File: config.mk
export PLATFORM = sky130hd
export DESIGN_NAME = kick_watchdog
export DESIGN_NICKNAME = d
export VERILOG_FILES = /design/src/rtl/kwd_pkg.sv /design/src/rtl/kwd_kick_sync.sv /design/src/rtl/kwd_window.sv /design/src/rtl/kwd_pulse.sv /design/src/rtl/kick_watchdog.sv
export SDC_FILE = /design/constraint.sdc
export NUM_CORES = 1
export LEC_CHECK = 0
export CORE_ASPECT_RATIO = 0.8
export CORE_MARGIN = 5
export CORE_UTILIZATION = 40
export DETAILED_ROUTE_END_ITERATION = 7
export PLACE_DENSITY = 0.59
export SLEW_MARGIN = 20
export SYNTH_ARGS = -nofsm -noshare
export SYNTH_HDL_FRONTEND = slang
export SYNTH_SLANG_ARGS = --single-unit
export TNS_END_PERCENT = 10
File: constraint.sdc
create_clock -name clk_i -period 3.1 [get_ports clk_i]
set_clock_uncertainty 0.1 [all_clocks]
set_input_delay 0.465 -clock clk_i [delete_from_list [all_inputs] [get_ports clk_i]]
set_output_delay 0.465 -clock clk_i [all_outputs]
set_load 0.05 [all_outputs]
File: src/rtl/kwd_pkg.sv
package kwd_pkg;
  // reset width in UNIT ticks; the window is six times this
  function automatic int unsigned kwd_width_mult(input logic [2:0] sel);
    case (sel)
      3'd0:    return 64;
      3'd1:    return 1;
      3'd2:    return 2;
      3'd3:    return 4;
      3'd4:    return 8;
      3'd5:    return 16;
      3'd6:    return 32;
      default: return 128;
    endcase
  endfunction
endpackage

File: src/rtl/kwd_kick_sync.sv
module kwd_kick_sync (
  input  logic clk_i,
  input  logic rst_ni,
  input  logic kick_i,
  output logic edge_o
);
  logic [2:0] s_q;

  always_ff @(posedge clk_i or negedge rst_ni) begin
    if (!rst_ni) s_q <= '0;
    else         s_q <= {s_q[1:0], kick_i};
  end

  assign edge_o = s_q[1] ^ s_q[2];
endmodule

File: src/rtl/kwd_window.sv
module kwd_window #(
  parameter int CW = 18
) (
  input  logic          clk_i,
  input  logic          rst_ni,
  input  logic          en_i,
  input  logic          tick_i,
  input  logic          restart_i,
  input  logic [CW-1:0] limit_i,
  output logic          expire_o
);
  logic [CW-1:0] cnt_q;
  logic          at_end;

  assign at_end   = (cnt_q == limit_i - CW'(1));
  assign expire_o = en_i && tick_i && !restart_i && at_end;

  always_ff @(posedge clk_i or negedge rst_ni) begin
    if (!rst_ni)                cnt_q <= '0;
    else if (!en_i || restart_i) cnt_q <= '0;
    else if (tick_i)            cnt_q <= at_end ? '0 : cnt_q + CW'(1);
  end

  AST_CNT_LIMIT: assert property (@(posedge clk_i) disable iff (!rst_ni)
    !restart_i |-> cnt_q < limit_i);
  AST_RESTART_ZERO: assert property (@(posedge clk_i) disable iff (!rst_ni)
    restart_i |=> cnt_q == '0);
  AST_TICK_HOLD: assert property (@(posedge clk_i) disable iff (!rst_ni)
    (en_i && !tick_i && !restart_i) |=> $stable(cnt_q));
endmodule

File: src/rtl/kwd_pulse.sv
module kwd_pulse #(
  parameter int WW = 15
) (
  input  logic          clk_i,
  input  logic          rst_ni,
  input  logic          en_i,
  input  logic          tick_i,
  input  logic          restart_i,
  input  logic          expire_i,
  input  logic [WW-1:0] width_i,
  output logic          fail_no,
  output logic          rst_no
);
  logic          fail_q;
  logic [WW-1:0] rcnt_q;

  always_ff @(posedge clk_i or negedge rst_ni) begin
    if (!rst_ni) begin
      fail_q <= 1'b0;
      rcnt_q <= '0;
    end else if (!en_i || restart_i) begin
      fail_q <= 1'b0;
      rcnt_q <= '0;
    end else begin
      if (expire_i) fail_q <= 1'b1;
      if (expire_i)                      rcnt_q <= width_i;
      else if (tick_i && rcnt_q != '0)   rcnt_q <= rcnt_q - WW'(1);
    end
  end

  assign fail_no = !fail_q;
  assign rst_no  = (rcnt_q == '0);

  AST_FAIL_LATCH: assert property (@(posedge clk_i) disable iff (!rst_ni)
    (fail_q && en_i && !restart_i) |=> fail_q);
  AST_DISABLED_QUIET: assert property (@(posedge clk_i) disable iff (!rst_ni)
    !en_i |=> (fail_no && rst_no));
  AST_PULSE_WITH_FAIL: assert property (@(posedge clk_i) disable iff (!rst_ni)
    !rst_no |-> !fail_no);
endmodule

File: src/rtl/kick_watchdog.sv
module kick_watchdog
  import kwd_pkg::*;
#(
  parameter int UNIT = 128
) (
  input  logic       clk_i,
  input  logic       rst_ni,
  input  logic       tick_i,
  input  logic       kick_i,
  input  logic       hold_off_i,
  input  logic       pwr_ok_i,
  input  logic [2:0] tsel_i,
  output logic       fail_no,
  output logic       rst_no
);
  localparam int MAX_W = 128 * UNIT;
  localparam int MAX_T = 6 * MAX_W;
  localparam int CW    = $clog2(MAX_T + 1);
  localparam int WW    = $clog2(MAX_W + 1);

  logic          kick_edge;
  logic [2:0]    sel_q;
  logic          restart;
  logic          en;
  logic          expire;
  logic [WW-1:0] width;
  logic [CW-1:0] limit;

  always_ff @(posedge clk_i or negedge rst_ni) begin
    if (!rst_ni) sel_q <= 3'd0;
    else         sel_q <= tsel_i;
  end

  assign en      = !hold_off_i && pwr_ok_i;
  assign restart = kick_edge || (tsel_i != sel_q);
  assign width   = WW'(kwd_width_mult(tsel_i) * UNIT);
  assign limit   = CW'(6 * kwd_width_mult(tsel_i) * UNIT);

  kwd_kick_sync i_sync (
    .clk_i  (clk_i),
    .rst_ni (rst_ni),
    .kick_i (kick_i),
    .edge_o (kick_edge)
  );

  kwd_window #(.CW(CW)) i_window (
    .clk_i     (clk_i),
    .rst_ni    (rst_ni),
    .en_i      (en),
    .tick_i    (tick_i),
    .restart_i (restart),
    .limit_i   (limit),
    .expire_o  (expire)
  );

  kwd_pulse #(.WW(WW)) i_pulse (
    .clk_i     (clk_i),
    .rst_ni    (rst_ni),
    .en_i      (en),
    .tick_i    (tick_i),
    .restart_i (restart),
    .expire_i  (expire),
    .width_i   (width),
    .fail_no   (fail_no),
    .rst_no    (rst_no)
  );
endmodule

## After elaboration in Yosys (flattened, before gate mapping)

Index checks and enable logic that the tools add are counted.

- Reduce and logical (&&, ||, !) cells: 17
- Bitwise operators: 1
- Muxes and demuxes: 9
- Multipliers: 1
- Equal/unequal tests: 8
- Add/subtract/negate cells: 3

Operators by type and width:

| kind | number |
|---|---|
| $pmux W8 S7 | 1 |
| $mux W17 | 3 |
| $mux W15 | 3 |
| $mul A2 B32 Y9 const A | 1 |
| $add A17 B1 Y17 const B | 1 |
| $eq A17 B17 Y1 | 1 |
| $sub A17 B1 Y17 const B | 1 |
| $logic_not A15 Y1 | 1 |
| $reduce_bool A15 Y1 | 1 |
| $sub A15 B1 Y15 const B | 1 |
| $eq A3 B3 Y1 const B | 3 |
| $eq A3 B2 Y1 const B | 2 |
| $logic_and A1 B1 Y1 | 5 |
| $logic_not A1 Y1 | 4 |
| $reduce_bool A2 Y1 | 2 |
| $eq A3 B1 Y1 const B | 1 |
| $logic_not A3 Y1 | 1 |
| $ne A3 B3 Y1 | 1 |
| $reduce_bool A3 Y1 | 1 |
| $logic_or A1 B1 Y1 | 2 |
| $mux W1 | 2 |
| $xor A1 B1 Y1 | 1 |

- Bits of input ports: 9
- Logic and storage cells: 44
- Bits in registers: 39

## Depth between registers and ports, before layout

Gate-level depths: netlist of the first run.

- Word-level depth: 8
- Gate-level depth with buffers: 14

## By module

A second synthesis of the first run with hierarchy kept.

- Cell total of the unflattened synthesis: 387
- Area total of the unflattened synthesis: 3378.2 sq um

Modules (own cells, without submodules):

| module | times used | cells an instance | area an instance (sq um) |
|---|---|---|---|
| kwd_window | 1 | 190 | 1679.1 |
| kwd_pulse | 1 | 128 | 1081.0 |
| kick_watchdog | 1 | 65 | 534.3 |
| kwd_kick_sync | 1 | 4 | 83.8 |

## Worst setup path after synthesis of the first run

OpenSTA, ideal clock, no wires.

- Path type: input to register
- From: input port tsel_i[2]
- To: register i_pulse.rcnt_q[0]
- Path slack: -0.372 ns
- Stages: 13
- Arrival time: 3.236 ns
- Library setup time: 0.136 ns
- Required time: 2.864 ns
- Cell sequence: buf_2 -> and3b_1 -> ha_1 -> buf_2 -> nor4bb_1 -> o31ai_4 -> a21boi_2 -> xor2_1 -> or3_1 -> mux2_2 -> nor3_4 -> buf_6 -> nor3_1

- Longest elaborated chain between the ends: 8

Ends and longest elaborated chain:

| item | RTL line | RTL |
|---|---|---|
| start, declared | kick_watchdog.sv:12 | `input logic [2:0] tsel_i,` |
| $eq A3 B3 Y1 (tied with other cells) | kwd_pkg.sv:4 | `case (sel)` |
| $pmux W8 S7 | kwd_pkg.sv:4 |  |
| $mul A2 B32 Y9 | kick_watchdog.sv:37 | `assign limit = CW'(6 * kwd_width_mult(tsel_i) * UNIT);` |
| $sub A17 B1 Y17 | kwd_window.sv:15 | `assign at_end = (cnt_q == limit_i - CW'(1));` |
| $eq A17 B17 Y1 | kwd_window.sv:15 |  |
| $logic_and A1 B1 Y1 | kwd_window.sv:16 | `assign expire_o = en_i && tick_i && !restart_i && at_end;` |
| $mux W15 | kwd_pulse.sv:26 | `if (expire_i) rcnt_q <= width_i;` |
| $mux W15 | kwd_pulse.sv:21 | `end else if (!en_i \|\| restart_i) begin` |
| end signal, assigned | kwd_pulse.sv:26 |  |
| end signal, assigned | kwd_pulse.sv:27 | `else if (tick_i && rcnt_q != '0) rcnt_q <= rcnt_q - WW'(1);` |
| end, declared | kwd_pulse.sv:15 | `logic [WW-1:0] rcnt_q;` |

Several ways; a longest one is shown, not always the timed one.
A chain may end at the register's enable or synchronous reset.

## Final worst setup path of the first run

- From: input port tsel_i[0]
- To: register i_window.cnt_q[11]

- Longest elaborated chain between the ends: 8

Ends and longest elaborated chain:

| item | RTL line | RTL |
|---|---|---|
| $eq A3 B3 Y1 (tied with other cells) | kwd_pkg.sv:4 |  |
| $pmux W8 S7 | kwd_pkg.sv:4 |  |
| $mul A2 B32 Y9 | kick_watchdog.sv:37 |  |
| $sub A17 B1 Y17 | kwd_window.sv:15 |  |
| $eq A17 B17 Y1 | kwd_window.sv:15 |  |
| $mux W17 (2 in series) | kwd_window.sv:21 | `else if (tick_i) cnt_q <= at_end ? '0 : cnt_q + CW'(1);` |
| $mux W17 | kwd_window.sv:20 | `else if (!en_i \|\| restart_i) cnt_q <= '0;` |
| end signal, assigned | kwd_window.sv:21 |  |
| end, declared | kwd_window.sv:12 | `logic [CW-1:0] cnt_q;` |

Several ways; a longest one is shown, not always the timed one. The select of a mux whose other input is x is not followed.

==> flow_summary.json, run 1 <==
{
  "nFillCells": 555,
  "rrSetupSlack_ps": 400,
  "finish.utilization": 0.5669,
  "cts_buffer_depth": 2,
  "ys_warn_count": 0,
  "vias": 2422,
  "p_clk_frac": 0.365,
  "final-hold-violation-count": 0,
  "nets": 376,
  "setup_slack_ps": -37.61,
  "switching_share": 0.2575,
  "layout_common_cells": "buf_4, dfrtp_1, nor3_1",
  "status": "complete, but fails checks",
  "cp.required_ps": 3160,
  "die_x_um": 101.9,
  "grt.total_usage": 0.1716,
  "grt_pass1_wl_um": 11800,
  "synth_area_mm2": 0.002703,
  "layout.cells.non_filler": 444,
  "synth_edf_count": 0,
  "slew_headroom": 0.4045,
  "coreArea_mm2": 0.006474,
  "power_frac_seq": 0.420,
  "power_leakage_uw": 0.001518,
  "antenna_found_initial": 0,
  "max_freq_mhz": 318.7,
  "path_max_fanout": 5,
  "worst_pin_slew_ps": 893.3,
  "wl_met2_um": 3054,
  "initial_core_util": 0.4175,
  "ys_types": 60,
  "die_area_mm2": 0.008511,
  "clkTransAtPathRegs_ps": 80,
  "p_comb_frac": 0.215,
  "worstSetupEndpointType": "flop",
  "gr-total-overflow": 0,
  "synth_top_area_frac": 0.3611,
  "routed-wl-met3_um": 307,
  "ios": 11,
  "crit_path_start_kind": "input pin",
  "h-tree-depth": 2,
  "ir_drop_mv": 0.1737,
  "dp_cells": 422,
  "rsz0062_at_grt": "yes",
  "r2r_end": "i_window.cnt_q[11]",
  "synth_seq_cells": 39,
  "postSynthCellCount": 302,
  "switchingPower_uw": 315.1,
  "maxUsedRoutingLayer": "met4",
  "synth_top_area_cell": "dfrtp_1",
  "n_antenna_cell": 0,
  "drive_gt1_frac": 0.3056,
  "critPathKind": "in -> reg",
  "io_buffer_count": 10,
  "min_period_ps": 3138,
  "viasPerCell": 5.455,
  "rows": 26,
  "power_uw": 1224,
  "synthTopCellsByArea": "dfrtp_1, xor2_1, xnor2_1",
  "setup_viol_count_final": 13,
  "numClockSinks": 39,
  "synthFlopType": "dfrtp_1",
  "power_density_mw_per_mm2": 333.5,
  "final-max-slew-violation-count": 0,
  "clk_latency_ps": 290,
  "dpl.hpwl_um": 4715,
  "wl_met1_um": 3521,
  "grt_pass1_vias": 2414,
  "drt_pass1_iterations": 4,
  "final_common_cell": "buf_4",
  "cts_inserted_buffers": 5,
  "rr_startpoint": "i_window.cnt_q[0]",
  "violations": "setup timing",
  "p_int_uw": 908.7,
  "cts_tree": "done",
  "hold_path.class": "in -> async",
  "cp_data_arrival_time_ps": 3200,
  "timing.max_cap.violations": 0,
  "drt_iter0_drc": 87,
  "area_delta_synth_final_pct": 35.79,
  "wl_per_cell_um": 15.66,
  "ant_nets": 0,
  "grt_max_degree": 40,
  "r2r_cells": 9,
  "die_h_um": 83.52,
  "drcViolationCount": 0,
  "syn-num-nets": 319,
  "gp_congestion": 0.8042,
  "synthArstFlopShare": 1.000,
  "avgSynthCellArea_um2": 8.949,
  "root_buffer": "clkbuf_8",
  "ys_seq_area_frac": 0.3611,
  "finalWirelength_um": 6952,
  "post-route-period-util": 1.012
}
==> cells in the mapped netlist, types with 2 or more instances <==
master	n
and3_1	5
nand2_1	23
a21oi_1	24
dfrtp_1	39
inv_1	10
buf_2	4
nand2b_1	2
o22ai_1	2
nor3_1	27
nand4_1	7
nand3_1	8
nor2b_1	4
o21ai_0	5
and3b_1	2
nor4bb_1	2
or3_1	4
nor2_1	22
xnor2_1	16
mux2i_1	3
or4_1	2
o211ai_1	5
a31oi_1	2
a211oi_1	4
nor4_1	8
clkbuf_1	7
xor2_1	19
and2_1	5
o21a_1	2
ha_1	8
==> layout make-up <==
class	instances	area (um2)	area share
clock buffers	6	82.58	0.02250
clock inverters	2	35.03	0.009547
inverters	10	37.54	0.01023
multi-input cells	239	1852	0.5046
flip-flops and latches	39	975.9	0.2659
well taps	84	105.1	0.02864
repair buffers	64	581.8	0.1585
==> per-stage QoR <==
stage	instance area, um2	worst slack (ps)	hold slack, ps	TNS [ps]
3_5_place_dp	3238	-800.2	241.0	-23000
3_3_place_gp	3238	-781.7	243.9	-22480
4_1_cts	3623	-134.9	222.4	-1665
5_1_grt	3670	-197.1	264.7	-3839
6_report	3670	-37.61	187.4	-173.4
2_1_floorplan	2814	-92.90	69.41	-1440
==> worst max-delay path: stages <==
cell and delay (ps):
buf_8 100, buf_6 100, or3_4 370, inv_2 70, ha_4 210, nor4bb_4 160, o31ai_4 260, a21boi_2 100
xor2_1 190, or3_4 380, mux2_4 310, nor3_4 150, buf_6 160, buf_12 120, nor3_1 50
==> per-layer routing <==
metal  up-vias  track usage
met3         6      0.04094
met5         -            0
li1       1204            -
met4         0      0.03456
met2        43       0.2482
met1      1169       0.2589
==> power groups by stage <==
stage | logic, uW | registers [uW] | clock network (uW)
after global routing | 285 | 515 | 478
after CTS | 250 | 514 | 451
after global placement | 217 | 524 | 0
after detailed placement | 218 | 525 | 0
final | 263 | 514 | 446
after floorplan | 132 | 524 | 0
==> repair_timing <==
item / CTS / global route
setup buffers: 12 / 3
gates cloned: 2 / 0
hold buffers: 0 / 0
pin swaps: 10 / 14
gates resized for setup: 40 / 18
endpoints found under the setup margin: 30 / 30
==> kinds of logic (layout without fill, tap and decap cells) <==
| group | Yosys count | count (layout) | synth area share |
|---|---|---|---|
| simple gates | 132 | 132 | 0.2755 |
| other cells | 1 | 1 | 0.001388 |
| buf+inv | 24 | 82 | 0.03935 |
| xor+xnor | 37 | 37 | 0.1282 |
| flops | 39 | 39 | 0.3611 |
| mux | 4 | 4 | 0.01528 |
| fa+ha+maj | 8 | 8 | 0.03704 |
| compound gates | 57 | 57 | 0.1421 |
==> sequential cells by signal (all words and copies together) (netlist names) <==
signal          cells
i_pulse.fail_q      1
i_sync.s_q          3
i_pulse.rcnt_q     15
i_window.cnt_q     17
sel_q               3
==> worst max-delay path by stage <==
stage,from,to,slack (ps),depth (start not counted)
floorplan,tsel_i[0],i_pulse.rcnt_q[0],-90,13
global placement,tsel_i[1],i_pulse.rcnt_q[1],-780,13
detailed placement,tsel_i[1],i_pulse.rcnt_q[1],-800,13
CTS,tsel_i[0],i_window.cnt_q[16],-130,16
global route,tsel_i[2],i_pulse.rcnt_q[13],-200,14
finish,tsel_i[0],i_window.cnt_q[11],-40,15
Note: power is estimated with default switching activity, not from simulation.
==> run 2: changes to the inputs <==
Settings changed: GPL_TIMING_DRIVEN set to 0.
==> flow_summary.json, run 2 (synthesized netlist as in run 1, its figures left out) <==
{
  "cp_data_arrival_time_ps": 3320,
  "seq_area_um2": 975.9,
  "finalWirelength_um": 6932,
  "violations": "setup timing",
  "cts_inserted_buffers": 5,
  "top_regs": "i_window.cnt_q x17, i_pulse.rcnt_q x15",
  "critPathKind": "in -> reg",
  "drcViolationCount": 0,
  "drive_gt1_frac": 0.2380,
  "rrSetupSlack_ps": 350,
  "coreArea_mm2": 0.006474,
  "hold_depth": 1,
  "multi_input_area_mm2": 0.001800,
  "setup_viol_count_final": 29,
  "clk_latency_ps": 300,
  "max_freq_mhz": 306.9,
  "postPlaceCellArea_mm2": 0.003034,
  "switchingPower_uw": 310.6,
  "p_comb_frac": 0.226,
  "io_buffer_count": 10,
  "hold_end": "sel_q[1]",
  "min_period_ps": 3259,
  "final_common_cell": "dfrtp_1",
  "die_x_um": 101.9,
  "grt_pass1_vias": 2350,
  "largest-register": "i_window.cnt_q",
  "gp_congestion": 0.8408,
  "p_clk_frac": 0.308,
  "setup_slack_ps": -158.8,
  "rr_startpoint": "i_window.cnt_q[0]",
  "gr-total-overflow": 0,
  "rows": 26,
  "power_density_mw_per_mm2": 317.8,
  "holdCritStartpoint": "tsel_i[1]",
  "viasPerCell": 5.460,
  "ios": 11,
  "grt_pass1_wl_um": 11560,
  "cts_buffer_depth": 2,
  "drt_pass1_iterations": 4,
  "die_area_mm2": 0.008511,
  "path_max_fanout": 6,
  "switching_share": 0.2813,
  "antenna_found_initial": 0,
  "vias": 2386,
  "worst_pin_slew_ps": 614.8,
  "clkTransAtPathRegs_ps": 70,
  "nFillCells": 611,
  "rsz0062_at_grt": "yes",
  "power_leakage_uw": 0.001431,
  "root_buffer": "clkbuf_8",
  "drt_iter0_drc": 111,
  "whs_ps": 195.3,
  "timing.max_cap.violations": 0,
  "r2r_end": "i_window.cnt_q[15]",
  "status": "complete, but fails checks",
  "dpl.hpwl_um": 4806,
  "largest_reg_flops": 17,
  "hold_path.class": "in -> reg",
  "post-route-period-util": 1.051,
  "final_area_mm2": 0.003475,
  "power_frac_seq": 0.466,
  "wl_per_cell_um": 15.86,
  "r2r_cells": 9,
  "post-place-ws_ps": -1157,
  "grt.total_usage": 0.1706,
  "h-tree-depth": 2,
  "crit_path_start_kind": "input pin",
  "cp.required_ps": 3160,
  "area_delta_synth_final_pct": 28.56,
  "initial_core_util": 0.4175,
  "p_int_uw": 793.5,
  "n_antenna_cell": 0,
  "nets": 369,
  "numClockSinks": 39,
  "setup_tns_ps": -2758,
  "ir_drop_mv": 0.1736,
  "grt_max_degree": 28,
  "layout_common_cells": "dfrtp_1, buf_4, nor3_1",
  "final-max-slew-violation-count": 0,
  "die_h_um": 83.52,
  "ant_nets": 0,
  "cts_tree": "done",
  "slew_headroom": 0.5902,
  "final-hold-violation-count": 0,
  "worstSetupEndpointType": "flop"
}
-- run 2: area by class of cell --
class,instances,area share
Tap cell,84,0.03025
Clock inverter,1,0.001440
Multi-Input combinational cell,239,0.5182
Sequential cell,39,0.2809
Buffer,14,0.02953
Inverter,10,0.01080
Timing Repair Buffer,43,0.1069
Clock buffer,7,0.02197
-- run 2: worst max-delay path: stages --
cell       delay, ps
buf_8            110
buf_8            120
nor2b_4          130
buf_4            120
ha_1             350
nor4b_4          370
o21ai_2          150
a2111oi_2        360
or4b_4           580
nor3_4           220
buf_6            150
buf_6            130
nor3_1            50
-- run 2: power by group through the flow --
stage,clock network (uW),logic (uW),registers (uW)
after floorplan,0,132,524
after global routing,372,270,515
after global placement,0,182,524
final,340,250,514
after CTS,350,238,514
after detailed placement,0,188,524
-- run 2: stage by stage --
| stage | std cells | util | power (uW) |
|---|---|---|---|
| floorplan | 302 | - | 656.4 |
| global placement | 396 | 0.4664 | 706.6 |
| detailed placement | 397 | 0.4687 | 711.9 |
| CTS | 433 | 0.5294 | 1103 |
| global route | 437 | 0.5367 | 1156 |
| finish | 437 | 0.5367 | 1104 |
-- run 2: timing repair --
item | CTS | global route
cloned | 1 | 0
setup buffers | 26 | 4
hold buffers | 1 | 0
pin swaps | 15 | 6
hold endpoints to repair | 12 | 0
setup endpoints to repair | 31 | 30
resized for setup | 33 | 6
-- run 2: worst max-delay path by stage --
stage,from,endpoint,slack (ps),depth (start not counted)
after global placement,tsel_i[1],i_pulse.rcnt_q[2],-1090,13
after global routing,tsel_i[0],i_pulse.rcnt_q[12],-250,14
final,tsel_i[1],i_window.cnt_q[15],-160,13
after floorplan,tsel_i[0],i_pulse.rcnt_q[0],-90,13
after CTS,tsel_i[1],i_window.cnt_q[15],-90,15
after detailed placement,tsel_i[1],i_pulse.rcnt_q[3],-1160,13
-- run 2: layer usage --
layer,wire [um],share of wire,track usage,vias up
met5,0,0,0,-
met4,38,0.0055,0.03576,0
met3,375,0.054,0.03091,4
met2,3050,0.44,0.2559,47
met1,3467,0.50,0.2552,1142
li1,-,-,-,1193
